[src/rtl/ccg_pkg.sv]
package ccg_pkg;

  typedef enum logic [1:0] {
    GATE_RUN     = 2'd0,
    GATE_HOLD_RD = 2'd1,
    GATE_HOLD_WR = 2'd2
  } gateState_e;

  typedef struct packed {
    logic haltRd;
    logic haltWr;
    logic resume;
    logic clearAll;
  } gateStrobe_t;

endpackage

[src/rtl/ccg_ctrl.sv]
module ccg_ctrl
  import ccg_pkg::*;
(
  input  logic        clk,
  input  logic        rstN,
  input  logic        xferActive,
  input  logic        xferWrite,
  input  logic        divFall,
  input  logic        swStart,
  input  logic        fifoEmpty,
  input  logic        fifoFull,
  input  logic        rdEnough,
  input  logic        startArmed,
  output gateStrobe_t strb,
  output gateState_e  state
);

  gateState_e nextState;

  // All state moves are qualified by the falling-phase tick.
  always_comb begin
    strb      = '0;
    nextState = state;
    if (divFall) begin
      if (!xferActive) begin
        strb.clearAll = (state != GATE_RUN);
        nextState     = GATE_RUN;
      end else begin
        unique case (state)
          GATE_RUN: begin
            if (xferWrite && fifoEmpty) begin
              strb.haltWr = 1'b1;
              nextState   = GATE_HOLD_WR;
            end else if (!xferWrite && fifoFull) begin
              strb.haltRd = 1'b1;
              nextState   = GATE_HOLD_RD;
            end
          end
          GATE_HOLD_RD: begin
            if (rdEnough) begin
              strb.resume = 1'b1;
              nextState   = GATE_RUN;
            end
          end
          GATE_HOLD_WR: begin
            if ((startArmed || swStart) && !fifoEmpty) begin
              strb.resume = 1'b1;
              nextState   = GATE_RUN;
            end
          end
          default: nextState = GATE_RUN;
        endcase
      end
    end
  end

  always_ff @(posedge clk or negedge rstN) begin
    if (!rstN) state <= GATE_RUN;
    else       state <= nextState;
  end

  // state only moves after a falling-phase tick
  a_r4_state_on_fall: assert property (@(posedge clk) disable iff (!rstN)
    !$stable(state) |-> $past(divFall));

  // leaving a read hold needs the drain count or the end of the transfer
  a_r5_rd_resume: assert property (@(posedge clk) disable iff (!rstN)
    ($past(state) == GATE_HOLD_RD && state == GATE_RUN) |-> $past(rdEnough || !xferActive));

  // no stop is taken while the transfer is inactive
  a_r8_no_halt_idle: assert property (@(posedge clk) disable iff (!rstN)
    !xferActive |-> !(strb.haltRd || strb.haltWr));

endmodule

[src/rtl/ccg_datapath.sv]
module ccg_datapath
  import ccg_pkg::*;
#(
  parameter int FIFO_DEPTH = 16,
  parameter int RD_RESUME  = 2,
  parameter int LVL_W      = $clog2(FIFO_DEPTH + 1)
) (
  input  logic             clk,
  input  logic             rstN,
  input  logic             xferActive,
  input  logic             openEnded,
  input  logic [LVL_W-1:0] fifoLevel,
  input  logic             hostRd,
  input  logic             swStart,
  input  logic             holdRd,
  input  logic             holdWr,
  input  gateStrobe_t      strb,
  output logic             fifoEmpty,
  output logic             fifoFull,
  output logic             rdEnough,
  output logic             startArmed,
  output logic             cardClkEn,
  output logic             onlyStopCmd
);

  localparam int CNT_W = $clog2(RD_RESUME + 1);
  localparam logic [CNT_W-1:0] CNT_SAT  = CNT_W'(RD_RESUME);
  localparam logic [LVL_W-1:0] LVL_FULL = LVL_W'(FIFO_DEPTH);

  logic [CNT_W-1:0] rdCnt;

  assign fifoEmpty = (fifoLevel == '0);
  assign fifoFull  = (fifoLevel >= LVL_FULL);
  assign rdEnough  = (rdCnt >= CNT_SAT);

  // host pops seen while held on a full FIFO, saturating
  always_ff @(posedge clk or negedge rstN) begin
    if (!rstN)                                   rdCnt <= '0;
    else if (!xferActive || strb.resume)         rdCnt <= '0;
    else if (holdRd && hostRd && rdCnt < CNT_SAT) rdCnt <= rdCnt + 1'b1;
  end

  // a start strobe seen while held on an empty FIFO is remembered
  always_ff @(posedge clk or negedge rstN) begin
    if (!rstN)                           startArmed <= 1'b0;
    else if (!xferActive || strb.resume) startArmed <= 1'b0;
    else if (holdWr && swStart)          startArmed <= 1'b1;
  end

  always_ff @(posedge clk or negedge rstN) begin
    if (!rstN)                          onlyStopCmd <= 1'b0;
    else if (!xferActive)               onlyStopCmd <= 1'b0;
    else if (strb.haltWr && openEnded)  onlyStopCmd <= 1'b1;
  end

  always_ff @(posedge clk or negedge rstN) begin
    if (!rstN)                               cardClkEn <= 1'b1;
    else if (strb.haltRd || strb.haltWr)     cardClkEn <= 1'b0;
    else if (strb.resume || strb.clearAll)   cardClkEn <= 1'b1;
  end

  // drain count never passes its saturation value
  a_r5_cnt_bound: assert property (@(posedge clk) disable iff (!rstN)
    rdCnt <= CNT_SAT);

  // the stop-only flag appears only together with a stopped clock
  a_r7_flag_with_stop: assert property (@(posedge clk) disable iff (!rstN)
    $rose(onlyStopCmd) |-> !cardClkEn);

  // enable toggles only after a halt or release decision
  a_r4_en_by_strobe: assert property (@(posedge clk) disable iff (!rstN)
    !$stable(cardClkEn) |-> $past(strb.haltRd || strb.haltWr || strb.resume || strb.clearAll));

endmodule

[src/rtl/card_clk_gate.sv]
module card_clk_gate
  import ccg_pkg::*;
#(
  parameter int FIFO_DEPTH = 16,
  parameter int RD_RESUME  = 2,
  localparam int LVL_W     = $clog2(FIFO_DEPTH + 1)
) (
  input  logic             clk,
  input  logic             rstN,
  input  logic             xferActive,
  input  logic             xferWrite,
  input  logic             openEnded,
  input  logic [LVL_W-1:0] fifoLevel,
  input  logic             hostRd,
  input  logic             swStart,
  input  logic             divFall,
  output logic             cardClkEn,
  output logic             clkStopped,
  output logic             onlyStopCmd
);

  gateStrobe_t strb;
  gateState_e  state;
  logic        fifoEmpty, fifoFull, rdEnough, startArmed;

  ccg_ctrl i_ctrl (
    .clk        (clk),
    .rstN       (rstN),
    .xferActive (xferActive),
    .xferWrite  (xferWrite),
    .divFall    (divFall),
    .swStart    (swStart),
    .fifoEmpty  (fifoEmpty),
    .fifoFull   (fifoFull),
    .rdEnough   (rdEnough),
    .startArmed (startArmed),
    .strb       (strb),
    .state      (state)
  );

  ccg_datapath #(
    .FIFO_DEPTH (FIFO_DEPTH),
    .RD_RESUME  (RD_RESUME),
    .LVL_W      (LVL_W)
  ) i_datapath (
    .clk         (clk),
    .rstN        (rstN),
    .xferActive  (xferActive),
    .openEnded   (openEnded),
    .fifoLevel   (fifoLevel),
    .hostRd      (hostRd),
    .swStart     (swStart),
    .holdRd      (state == GATE_HOLD_RD),
    .holdWr      (state == GATE_HOLD_WR),
    .strb        (strb),
    .fifoEmpty   (fifoEmpty),
    .fifoFull    (fifoFull),
    .rdEnough    (rdEnough),
    .startArmed  (startArmed),
    .cardClkEn   (cardClkEn),
    .onlyStopCmd (onlyStopCmd)
  );

  assign clkStopped = (state != GATE_RUN);

  // status from the controller agrees with the enable from the datapath
  a_r4_status_match: assert property (@(posedge clk) disable iff (!rstN)
    clkStopped == !cardClkEn);

  // an idle transfer releases the clock at the falling tick
  a_r8_idle_release: assert property (@(posedge clk) disable iff (!rstN)
    (!xferActive && divFall) |=> cardClkEn);

endmodule

[config.mk]
export PLATFORM = sky130hd
export DESIGN_NAME = card_clk_gate
export DESIGN_NICKNAME = d
export VERILOG_FILES = /design/src/rtl/ccg_pkg.sv /design/src/rtl/ccg_ctrl.sv /design/src/rtl/ccg_datapath.sv /design/src/rtl/card_clk_gate.sv
export SDC_FILE = /design/constraint.sdc
export NUM_CORES = 1
export LEC_CHECK = 0
export ABC_AREA = 1
export CAP_MARGIN = 40
export CORE_AREA = 3 3 40 42
export DETAILED_ROUTE_END_ITERATION = 12
export DIE_AREA = 0 0 43 45
export DONT_BUFFER_PORTS = 1
export GPL_ROUTABILITY_DRIVEN = 0
export PLACE_DENSITY_LB_ADDON = 0.08
export SLEW_MARGIN = 10
export SYNTH_ARGS = -nofsm -noshare
export SYNTH_HDL_FRONTEND = slang
export SYNTH_SLANG_ARGS = --single-unit
[constraint.sdc]
create_clock -name clk -period 2.5 [get_ports clk]
set_input_delay 0.25 -clock clk [delete_from_list [all_inputs] [get_ports clk]]
set_output_delay 0.25 -clock clk [all_outputs]
set_load 0.005 [all_outputs]
==> flow_metrics.py <==
metrics = {
    "worst_setup_path": {
        "r2r_slack_ps": 1160,
        "r2r_cells": 10,
        "r2r-start": "i_ctrl.state[0]$_DFFE_PN0P_",
        "cp_num_buf_inv": 3,
        "cpMostUsedCell": "nand2_1",
        "worstPathArrival_ps": 1480,
        "cp_max_fo": 3,
        "cp-start-kind": "flip-flop",
        "crit_required_ps": 2640,
        "critical_path.slowest_cell": "dfrtp_1",
        "crit_path_end_kind": "flip-flop",
        "cpLargestDelayFamily": "simple AND/OR/NAND/NOR gates",
        "cpPeakStageDelay_ps": 370,
        "r2r-end": "i_ctrl.state[1]$_DFFE_PN0P_",
        "criticalPathCategory": "flip-flop to flip-flop",
        "path_cells": "inv_1 -> ha_1 -> nand2_2 -> clkinv_1 -> nand3_1 -> nand2_1 -> inv_2 -> nand2_2 -> nand2_1 -> nand2_1",
    },
    "global_routing": {
        "grt_max_degree": 8,
        "grt_pass1_wl_um": 1660,
        "overflow": 0,
        "antenna_found_initial": 0,
        "track_usage": 0.121,
        "grt_pass1_vias": 389,
    },
    "clock_tree": {
        "cts-buffers-inserted": 3,
        "insertion_delay_ps": 260,
        "post-cts-setup-buffers": 0,
        "cts_tree": "done",
        "clockBufferDepth": 2,
        "cts_sinks": 7,
        "htree_num_levels": 1,
        "cts_resized": 0,
        "clk_pin_slew_ps": 60,
        "cts_root_buf": "clkbuf_4",
    },
    "logic_synthesis": {
        "syn_inst": 67,
        "synth_warnings": 0,
        "synth_top_area_frac": 0.303,
        "synth_seq_cells": 7,
        "synth.net_count": 84,
        "yosysSeqAreaShare": 0.356,
        "yosys.area.top_type": "dfrtp_1",
        "synth_area_leaders": "dfrtp_1 30%, nand2_1 11%, ha_1 10%, nor2_1 7.6%, nand3_1 7.1%",
        "syn_avg_cell_area_sq_um": 7.40,
        "yosysUniqueCellTypes": 17,
        "syn_area_sq_um": 495,
    },
    "power_and_ir_drop": {
        "power_density_nw_per_um2": 723,
        "p_clk_frac": 0.273,
        "swShare": 0.358,
        "p_int_w": 0.000256,
        "switchingPower_w": 0.000142,
        "pwr-share-comb": 0.328,
        "ir_worst_vdd_uv": 316,
        "finalPower_w": 0.000398,
        "p_leak_nw": 0.280,
        "p_seq_frac": 0.399,
    },
    "timing": {
        "drv_slew": 0,
        "fin_setup_tns_ps": 0,
        "rsz0062_at_grt": "no",
        "tightest_slew_ps": 353,
        "skew_ps": 1.59,
        "slew_headroom": 0.764,
        "max_freq_ghz": 0.747,
        "layout_min_cycle_time_ps": 1340,
        "post-route-period-util": 0.536,
        "final_hold_viol_count": 0,
        "setup-violations-final": 0,
    },
    "routing": {
        "firstDrtPassIters": 3,
        "ant_nets": 0,
        "wl_per_cell_um": 11.9,
        "via_count": 416,
        "finalWirelength_um": 1030,
        "drc": 0,
        "viasPerCell": 4.78,
        "drt_iter0_drc": 4,
    },
    "worst_hold_path": {
        "hold_depth": 2,
        "hp-class": "input pin to flip-flop",
        "holdCritStartpoint": "xferActive",
        "hold_end": "i_datapath.onlyStopCmd$_DFFE_PN0P_",
    },
    "floorplan": {
        "dieArea_sq_um": 1940,
        "die-width_um": 43,
        "num_rows": 13,
        "dieHeight_um": 45,
        "start_util": 0.386,
        "ios": 16,
        "core_area_sq_um": 1280,
    },
    "place": {
        "dp_hpwl_um": 834,
        "io_buffers": 0,
    },
    "layout": {
        "drive_gt1_frac": 0.153,
        "final_util": 0.428,
        "diodes": 0,
        "finalNetCount": 90,
        "layout_common_cells": "14 x nand2_1, 10 x nor2_1, 8 x inv_1",
        "syn2layout_area_growth_pct": 11.1,
        "final_common_cell": "nand2_1",
    },
    "run": {
        "cap_viol_max_count": 0,
    },
    "outcome": {
        "outcome": "complete, no violations",
    },
}
[synth_stat cells]
cell and n:
nand2_2 3, a21oi_1 4, inv_2 1, nor2_1 10, ha_1 4, xor2_1 1
inv_1 8, nor2_4 2, nand2_1 14, dfrtp_1 6, nand3_1 7, o21ai_0 2
clkinv_1 1, a21o_1 1, dfstp_2 1, or2_1 1, nand4_2 1
[worst max-delay path by stage]
stage / start / endpoint / cells past startpoint
2_1_floorplan: i_ctrl.state[0]$_DFFE_PN0P_ / i_ctrl.state[0]$_DFFE_PN0P_ / 10
3_3_place_gp: i_ctrl.state[0]$_DFFE_PN0P_ / i_ctrl.state[0]$_DFFE_PN0P_ / 10
3_5_place_dp: i_ctrl.state[0]$_DFFE_PN0P_ / i_ctrl.state[1]$_DFFE_PN0P_ / 10
4_1_cts: i_ctrl.state[0]$_DFFE_PN0P_ / i_ctrl.state[1]$_DFFE_PN0P_ / 10
5_1_grt: i_ctrl.state[0]$_DFFE_PN0P_ / i_ctrl.state[1]$_DFFE_PN0P_ / 10
6_report: i_ctrl.state[0]$_DFFE_PN0P_ / i_ctrl.state[1]$_DFFE_PN0P_ / 10
[state kept, by name, indices dropped and copies added (netlist names)]
register / count
i_datapath.startArmed: 1
i_datapath.rdCnt: 2
i_ctrl.state: 2
i_datapath.onlyStopCmd: 1
i_datapath.cardClkEn: 1
[layout make-up]
type                    count  area (sq um)
flip-flops and latches      7           176
inverters                  10          37.5
fillers                   139           734
clock buffers               4          26.3
multi-input cells          50           282
repair buffers              1          10.0
well taps                  15          18.8
[power groups by stage]
stage               clock [W]  combinational [W]  sequential (W)
floorplan                   0           0.000109        0.000157
global placement            0           0.000127        0.000163
detailed placement          0           0.000129        0.000162
CTS                  0.000112           0.000134        0.000160
global route         0.000118           0.000154        0.000162
finish               0.000109           0.000131        0.000159
[cell families after synthesis]
kind of cell / share of synthesized area
adder cells (fa/ha/maj): 0.101
buffers and inverters: 0.0757
AO/OA/AOI/OAI: 0.0758
flip-flops: 0.356
AND/OR/NAND/NOR: 0.374
XOR/XNOR: 0.0177
[metal layers]
| metal | up-vias | GRT usage | part of all wire |
|---|---|---|---|
| li1 | 222 | - | - |
| met1 | 185 | 0.145 | 0.49 |
| met2 | 7 | 0.186 | 0.45 |
| met3 | 2 | 0.0438 | 0.050 |
| met4 | 0 | 0.0723 | 0.012 |
| met5 | - | 0 | 0 |
[through the flow]
| stage | hold slack, ps | worst slack, ps | cells | instance area, sq um |
|---|---|---|---|---|
| 2_1_floorplan | -45.6 | 1290 | 67 | 495 |
| 3_3_place_gp | -45.4 | 1170 | 82 | 514 |
| 3_5_place_dp | -45.4 | 1170 | 82 | 514 |
| 4_1_cts | 118 | 1150 | 87 | 551 |
| 5_1_grt | 120 | 1030 | 87 | 551 |
| 6_report | 125 | 1160 | 87 | 551 |
[what timing repair did]
action,in CTS,in global routing
setup endpoints to repair,0,0
hold buffers,1,0
hold endpoints to repair,7,0
Note: power is estimated with default switching activity, not from simulation.
